--- src/rtl/bert_pkg.sv ---
package bert_pkg;

  typedef enum logic [1:0] {
    FAM_PRBS   = 2'd0,
    FAM_REPEAT = 2'd1,
    FAM_ALT    = 2'd2
  } pat_fam_e;

  // codes 1 and 2 pick the word families, all others pseudorandom
  function automatic pat_fam_e decode_sel(input logic [2:0] sel);
    case (sel)
      3'd1:    return FAM_REPEAT;
      3'd2:    return FAM_ALT;
      default: return FAM_PRBS;
    endcase
  endfunction

endpackage

--- src/rtl/bert_edge.sv ---
module bert_edge (
  input  logic clk,
  input  logic rst,
  input  logic lvl,
  output logic pulse
);

  logic lvl_q;

  always_ff @(posedge clk) begin
    if (rst) lvl_q <= 1'b0;
    else     lvl_q <= lvl;
  end

  assign pulse = lvl & ~lvl_q;

  // a held level yields a single pulse
  p_one_pulse_r1: assert property (@(posedge clk) disable iff (rst)
    pulse |=> !pulse);

endmodule

--- src/rtl/bert_lfsr.sv ---
module bert_lfsr #(
  parameter int LFSR_W = 15,
  parameter int TAP    = 14
) (
  input  logic clk,
  input  logic rst,
  input  logic load,
  input  logic adv,
  output logic bit_o
);

  logic [LFSR_W-1:0] st;

  always_ff @(posedge clk) begin
    if (rst || load) st <= '1;
    else if (adv)    st <= {st[LFSR_W-2:0], st[LFSR_W-1] ^ st[TAP-1]};
  end

  assign bit_o = st[LFSR_W-1];

  // the state never locks up in all zeros
  p_nonzero_r3: assert property (@(posedge clk) disable iff (rst)
    st != '0);

  // the state is seeded on a load
  p_seed_r1: assert property (@(posedge clk) disable iff (rst)
    load |=> st == '1);

  // the state is frozen when it is not advanced
  p_freeze_r9: assert property (@(posedge clk) disable iff (rst)
    (!adv && !load) |=> $stable(st));

endmodule

--- src/rtl/bert_wordseq.sv ---
module bert_wordseq #(
  parameter int WORD_W = 32,
  parameter int LEN_W  = 4,
  parameter int CNT_W  = 8
) (
  input  logic              clk,
  input  logic              rst,
  input  logic              load,
  input  logic              adv,
  input  logic              alt_in,
  input  logic [LEN_W-1:0]  len_in,
  input  logic [WORD_W-1:0] word_in,
  input  logic [CNT_W-1:0]  count_in,
  output logic              bit_o
);

  localparam int PTR_W    = $clog2(WORD_W);
  localparam int LEN_BASE = WORD_W - (1 << LEN_W) + 1;

  function automatic logic [PTR_W-1:0] limit_of(input logic alt, input logic [LEN_W-1:0] len);
    if (alt) return PTR_W'(WORD_W - 1);
    return PTR_W'(LEN_BASE - 1) + PTR_W'(len);
  endfunction

  logic              alt_s;
  logic [LEN_W-1:0]  len_s;
  logic [WORD_W-1:0] word_s;
  logic [CNT_W-1:0]  count_s;
  logic [PTR_W-1:0]  ptr;
  logic [CNT_W-1:0]  rep;
  logic              phase;
  logic [PTR_W-1:0]  limit_s;

  assign limit_s = limit_of(alt_s, len_s);

  always_ff @(posedge clk) begin
    if (rst) begin
      alt_s   <= 1'b0;
      len_s   <= '0;
      word_s  <= '0;
      count_s <= '0;
      ptr     <= PTR_W'(LEN_BASE - 1);
      rep     <= '0;
      phase   <= 1'b0;
    end else if (load) begin
      alt_s   <= alt_in;
      len_s   <= len_in;
      word_s  <= word_in;
      count_s <= count_in;
      ptr     <= limit_of(alt_in, len_in);
      rep     <= '0;
      phase   <= 1'b0;
    end else if (adv) begin
      if (ptr == '0) begin
        ptr <= limit_s;
        if (alt_s) begin
          if (rep == count_s) begin
            rep   <= '0;
            phase <= ~phase;
          end else begin
            rep <= rep + 1'b1;
          end
        end
      end else begin
        ptr <= ptr - 1'b1;
      end
    end
  end

  assign bit_o = word_s[ptr] ^ (alt_s & phase);

  // the bit pointer stays within the programmed length
  p_ptr_range_r4: assert property (@(posedge clk) disable iff (rst)
    ptr <= limit_s);

  // the repeat counter never passes the programmed count
  p_rep_range_r5: assert property (@(posedge clk) disable iff (rst)
    rep <= count_s);

  // no movement without an advance
  p_hold_seq_r9: assert property (@(posedge clk) disable iff (rst)
    (!adv && !load) |=> ($stable(ptr) && $stable(phase) && $stable(rep)));

endmodule

--- src/rtl/bert_patgen.sv ---
module bert_patgen #(
  parameter int WORD_W = 32,
  parameter int LEN_W  = 4,
  parameter int CNT_W  = 8,
  parameter int SEL_W  = 3,
  parameter int LFSR_W = 15,
  parameter int TAP    = 14
) (
  input  logic              clk,
  input  logic              rst,
  input  logic              bit_en,
  input  logic              slot_payload,
  input  logic              din,
  input  logic              cfg_load,
  input  logic [SEL_W-1:0]  cfg_sel,
  input  logic [LEN_W-1:0]  cfg_len,
  input  logic [WORD_W-1:0] cfg_word,
  input  logic [CNT_W-1:0]  cfg_count,
  input  logic              cfg_inv,
  input  logic              cfg_enable,
  input  logic              cfg_whole,
  output logic              dout
);
  import bert_pkg::*;

  logic     load_p;
  logic     repl;
  logic     adv;
  logic     prbs_bit;
  logic     word_bit;
  logic     gen_bit;
  pat_fam_e fam_s;
  pat_fam_e fam_in;

  assign fam_in = decode_sel(3'(cfg_sel));

  bert_edge u_edge (
    .clk   (clk),
    .rst   (rst),
    .lvl   (cfg_load),
    .pulse (load_p)
  );

  assign repl = cfg_enable & (cfg_whole | slot_payload);
  assign adv  = bit_en & repl & ~load_p;

  bert_lfsr #(.LFSR_W(LFSR_W), .TAP(TAP)) u_lfsr (
    .clk   (clk),
    .rst   (rst),
    .load  (load_p),
    .adv   (adv),
    .bit_o (prbs_bit)
  );

  bert_wordseq #(.WORD_W(WORD_W), .LEN_W(LEN_W), .CNT_W(CNT_W)) u_seq (
    .clk      (clk),
    .rst      (rst),
    .load     (load_p),
    .adv      (adv),
    .alt_in   (fam_in == FAM_ALT),
    .len_in   (cfg_len),
    .word_in  (cfg_word),
    .count_in (cfg_count),
    .bit_o    (word_bit)
  );

  always_ff @(posedge clk) begin
    if (rst)         fam_s <= FAM_PRBS;
    else if (load_p) fam_s <= fam_in;
  end

  assign gen_bit = (fam_s == FAM_PRBS) ? prbs_bit : word_bit;

  always_ff @(posedge clk) begin
    if (rst)         dout <= 1'b0;
    else if (bit_en) dout <= repl ? (gen_bit ^ cfg_inv) : din;
  end

  // with insertion disabled the through data is copied
  p_passthru_r7: assert property (@(posedge clk) disable iff (rst)
    (bit_en && !cfg_enable) |=> dout == $past(din));

  // non-payload bits pass through in payload-only mode
  p_payload_pass_r8: assert property (@(posedge clk) disable iff (rst)
    (bit_en && !cfg_whole && !slot_payload) |=> dout == $past(din));

  // output holds without a serial clock enable
  p_hold_r10: assert property (@(posedge clk) disable iff (rst)
    !bit_en |=> $stable(dout));

endmodule

--- config.mk ---
export PLATFORM = sky130hd
export DESIGN_NAME = bert_patgen
export DESIGN_NICKNAME = d
export VERILOG_FILES = /design/src/rtl/bert_pkg.sv /design/src/rtl/bert_edge.sv /design/src/rtl/bert_lfsr.sv /design/src/rtl/bert_wordseq.sv /design/src/rtl/bert_patgen.sv
export SDC_FILE = /design/constraint.sdc
export NUM_CORES = 1
export LEC_CHECK = 0
export ABC_AREA = 1
export BUFFER_PORTS_ARGS = -buffer_cell sky130_fd_sc_hd__buf_2
export CELL_PAD_IN_SITES_DETAIL_PLACEMENT = 1
export CELL_PAD_IN_SITES_GLOBAL_PLACEMENT = 1
export CORE_MARGIN = 1
export CORE_UTILIZATION = 25
export CTS_BUF_LIST = sky130_fd_sc_hd__clkbuf_4 sky130_fd_sc_hd__clkbuf_8
export DETAILED_ROUTE_END_ITERATION = 7
export PLACE_DENSITY_LB_ADDON = 0.05
export SLEW_MARGIN = 40
export SYNTH_ARGS = -nofsm -noshare
export SYNTH_HDL_FRONTEND = slang
export SYNTH_SLANG_ARGS = --single-unit
--- constraint.sdc ---
create_clock -name clk -period 3.14 [get_ports clk]
set_clock_uncertainty 0.1 [all_clocks]
set_input_delay 0 -clock clk [delete_from_list [all_inputs] [get_ports clk]]
set_output_delay 0 -clock clk [all_outputs]
set_load 0.05 [all_outputs]
* Yosys cells after proc, flatten, opt, wreduce, memory -nomap -nowiden
Index checks and enable logic that the tools add are counted.
Storage, ports and cells: flip-flop bits (word level) 78, input port bits 56, word-level logic and storage cells 56
Cells by class: add/sub/neg operators 4, magnitude comparators 1, equal/unequal tests 4, multiplexer cells 17, bitwise logic cells 12, reduce and logical (&&, ||, !) cells 7
Operator list (number):
- two-way mux 5 bit | 7
- adder 5 x 4 -> 5 bit (first input constant) | 2
- adder 8 x 1 -> 8 bit (second input constant) | 1
- equality test 8 bit | 1
- two-way mux 8 bit | 1
- two-way mux 1 bit | 7
- < comparator 5 x 6 -> 1 bit (second input constant) | 1
- AND 1 bit | 5
- binary-select mux 1 bit (select 5 bit) | 1
- logical NOT 5 bit | 1
- subtractor 5 x 1 -> 5 bit (second input constant) | 1
- case mux 2 bit (2 select lines) | 1
- AND reduction 4 bit | 1
- equality test 3 x 1 -> 1 bit (second input constant) | 1
- equality test 3 x 2 -> 1 bit (second input constant) | 1
- NOT 1 bit | 3
- AND reduction 3 bit | 1
- XOR 1 bit | 3
- equality test 2 bit (second input constant) | 1
- logical NOT 2 bit | 1
- nonzero test 2 bit | 1
- OR reduction 2 bit | 1
- logical OR 1 bit | 1
- OR 1 bit | 1

* Logic depth before layout (Yosys ltp)
depth in word-level cells 8, depth in mapped cells 17, mapped depth without buffers 15

* Modules after synthesis
From an unflattened synthesis, not the netlist that was laid out.
Unflattened totals: cells, all modules 494, area, all modules 3548.4 µm²
By module, submodules not included:
- bert_wordseq | times used 1, cells an instance 389, area each 2741.4 µm², sequential area each 1181.1 µm²
- bert_lfsr | times used 1, cells an instance 70, area each 576.8 µm², sequential area each 300.3 µm²
- bert_patgen | times used 1, cells an instance 31, area each 198.9 µm², sequential area each 60.1 µm²
- bert_edge | times used 1, cells an instance 4, area each 31.3 µm², sequential area each 20.0 µm²

* Worst setup path after synthesis
Ideal clock, no wire load.
kind reg-to-reg, start reg u_seq.ptr[0], end reg u_seq.rep[6], setup time 0.119 ns, arrival time 1.947 ns, required time 2.921 ns, setup slack 0.974 ns, stages on the path, launching flop included 16, buffers on the path 2, clock period less this slack 2.166 ns, cells stage by stage dfxtp_1 > buf_4 > inv_2 > buf_6 > ha_1 > nand3_4 > nor2_4 > inv_2 > nor2_4 > inv_2 > nor2_4 > nand3_1 > nor3_1 > nand2_1 > o21ai_0 > a21oi_1
Between the ends: word-level cells in the longest chain between the ends 2
Ends and longest elaborated chain:
- start: declaration | line bert_wordseq.sv:29 | logic [PTR_W-1:0] ptr;
- start signal: assignment | line bert_wordseq.sv:42 | ptr <= PTR_W'(LEN_BASE - 1);
- start signal: assignment | line bert_wordseq.sv:50 | ptr <= limit_of(alt_in, len_in);
- start signal: assignment | line bert_wordseq.sv:55 | ptr <= limit_s;
- logical NOT 5 bit | line bert_wordseq.sv:54 | if (ptr == '0) begin
- AND reduction 3 bit (no line)
- end signal: assignment | line bert_wordseq.sv:61 | rep <= rep + 1'b1;
- end: declaration | line bert_wordseq.sv:30 | logic [CNT_W-1:0] rep;
Every way passes these cells. A chain may end at the register's enable or synchronous reset.

* Worst setup path in the final report
start reg u_seq.ptr[1], end reg u_seq.ptr[3]
Between the ends: word-level cells in the longest chain between the ends 4, elaborated cells on any way between the ends 5
Ends and longest elaborated chain:
- subtractor 5 x 1 -> 5 bit / logical NOT 5 bit (equally long branches) | line bert_wordseq.sv:65, bert_wordseq.sv:54
- two-way mux 5 bit * | line bert_wordseq.sv:54
- two-way mux 5 bit * | line bert_wordseq.sv:53 | end else if (adv) begin
- two-way mux 5 bit * | line bert_wordseq.sv:45 | end else if (load) begin
Mark *: on every way between the ends. The rest lies on a longest branch, timed or not. The select of a mux whose other input is x is not followed.

==> flow_summary.yaml <==
die:
  io_pins: 57
  core_um2: 13400
  die_h_um: 119.8
  initial_core_util: 0.2587
  die-area_um2: 14340
  rows: 42
  die-width_um: 119.8
worst_setup_path:
  worstPathCellList: "buf_4 > clkinv_1 > ha_1 > nand3_4 > nor2_4 > inv_2 > nor2_1 > inv_1 > o21ai_0 > a31oi_1 > o21ai_0 > a31oi_1 > dlygate4sd3_1"
  crit_required_ns: 3.35
  start_kind: "flop"
  cp.arrival_ns: 2.89
  endpoint_kind: "flop"
  max_stage_delay_ns: 0.55
  path_class: "reg -> reg"
  crit_fanout: 11
  crit_slowest_cell: "dlygate4sd3_1"
cts:
  cts_buffers: 9
  clk_path_buf_depth: 2
  cts_tree: "yes"
  clock-sinks: 78
  clkLatencyLatePin_ns: 0.36
  cts_setup_buffers: 0
  root_buffer: "clkbuf_8"
  h-tree-depth: 3
  path_clk_slew_ns: 0.08
timing:
  clock.fmax_mhz: 373.4
  period_share: 0.8529
  finalHoldViolations: 0
  rsz0062_at_grt: "false"
  final.setup.tns_ns: 0
  period_minus_slack_ns: 2.678
  slew_violations: 0
  finalSetupViolations: 0
  whs_ns: 0.09125
  relSlewSlack: 0.6443
  tightest_slew_ns: 0.5329
logic_synthesis:
  synth_cell_types: 34
  synth_seq_cells: 78
  synth_cells: 490
  syn_area_per_cell_um2: 7.076
  yosysTopAreaCell: "dfxtp_1"
  synth-seq-area-share: 0.4504
  yosys-top-cells-area: "dfxtp_1 (45%), nand2_1 (11%), nor2_1 (10%)"
  syn_nets: 548
  synth_warnings: 0
  synthArstFlopShare: 0
  synth_top_area_share: 0.4504
  synth_edf_count: 0
  synth-main-ff-cell: "dfxtp_1"
  syn_area_um2: 3467
run:
  maxCapViolations: 0
placement:
  io_buffers: 56
  hpwl_um: 6879
  gp_congestion: 0.7756
global_routing:
  overflow: 0
  busiest_layer: "met2"
  antenna_found_initial: 0
  met2_usage: 0.2872
  grtUsageMet3: 0.04468
  grt_pass1_vias: 3738
  grt_max_degree: 51
  grt_use_total: 0.1576
  use_met1: 0.1772
  grt_pass1_wl_um: 17690
layout:
  drive_gt1_frac: 0.1686
  nets: 654
  syn2layout_area_growth_pct: 34.43
  utilization: 0.3478
  num_antenna_cells: 0
pwr:
  p_leak_nw: 2.017
  powerDensity_nw_per_um2: 467.8
  peakVddDrop_mv: 0.2633
outcome:
  run_status: "complete, no violations"
routing:
  vias_per_cell: 4.535
  wire_per_inst_um: 13.32
  drc: 0
  drt_wl_total_um: 10320
  antenna_left: 0
  dr.pass1.iters: 5
  drt_iter0_drc: 135
  vias: 3515
hold_path:
  hold_path_class: "in -> reg"
-- cell usage after synthesis (4+ instances only) --
cell / n
inv_2: 7
nor3_1: 4
a21oi_1: 10
inv_1: 25
clkbuf_1: 19
dfxtp_1: 78
xnor2_1: 7
or2_2: 5
nor2_4: 4
nor2_1: 92
nand2_1: 103
o21ai_0: 55
nand3_1: 52
-- layout make-up --
type / count / area, um^2
inverter: 34 / 132.6
sequential: 78 / 1562
fill: 1695 / 8740
clock inverter: 4 / 50.05
timing repair buffer: 118 / 895.9
tap: 176 / 220.2
clock buffer: 10 / 131.4
multi-input combinational: 355 / 1669
-- metrics by stage --
stage | setup WS [ns] | instance area (um^2) | std cells | total power (W)
floorplan | 0.9736 | 3467 | 490 | 0.001309
global placement | 0.7951 | 3929 | 706 | 0.001418
detailed placement | 0.6733 | 3929 | 706 | 0.001423
CTS | 0.4650 | 4661 | 775 | 0.002230
global route | 0.1974 | 4661 | 775 | 0.002328
finish | 0.4618 | 4661 | 775 | 0.002180
-- final timing paths --
kind                            cells past startpoint          from  slack, ns            to
worst max-delay path                               13  u_seq.ptr[1]       0.46  u_seq.ptr[3]
worst min-delay path                                5    cfg_sel[1]       0.09   u_seq.alt_s
worst max register to register                     13  u_seq.ptr[1]       0.46  u_seq.ptr[3]
worst min register to register                      2  u_lfsr.st[4]       0.36  u_lfsr.st[4]
-- logic make-up after synthesis --
kind of cell / share of synthesized area
simple gates: 0.3353
flops: 0.4504
compound gates: 0.1205
buf+inv: 0.06893
xor+xnor: 0.01768
fa+ha+maj: 0.007216
-- sequential cells by signal (all words and copies together), names as in the netlist, 2 cells and up --
register       flops
u_seq.rep          8
u_seq.count_s      8
u_lfsr.st         15
fam_s              2
u_seq.ptr          5
u_seq.word_s      32
u_seq.len_s        4
-- cell usage in the layout (no fill, tap or decap), drive strengths merged, types with 7 or more instances in the layout --
master       instances
nor2                97
a21oi               11
o21ai               56
dlygate4sd3         55
inv                 32
xnor2                7
dfxtp               78
buf                 63
clkbuf              10
nand3               53
nand2              105
-- per-layer routing --
layer,up-vias,part of all wire
met5,-,0
met4,0,0.0082
met3,7,0.026
met2,34,0.52
met1,1685,0.45
li1,1789,-
-- power by group --
part | internal, W | switching, W
registers | 0.00105 | 0.0000375
clock network | 0.000366 | 0.000366
logic | 0.000163 | 0.000202
-- critical path: cells and delay by family (launching register included) --
| family | cells | cell delay, ns |
|---|---|---|
| buffers and inverters | 5 | 1.19 |
| adders and majority gates | 1 | 0.35 |
| DFF | 1 | 0.31 |
| AOI/OAI and AO/OA | 4 | 0.48 |
| and+or+nand+nor | 3 | 0.20 |
-- what timing repair did --
| item | CTS | global route |
|---|---|---|
| hold buffers | 55 | 0 |
| resized for setup | 0 | 0 |
| endpoints found under the hold margin | 53 | 0 |
| setup endpoints to repair | 0 | 0 |
Power figures use the tool's default switching activity.
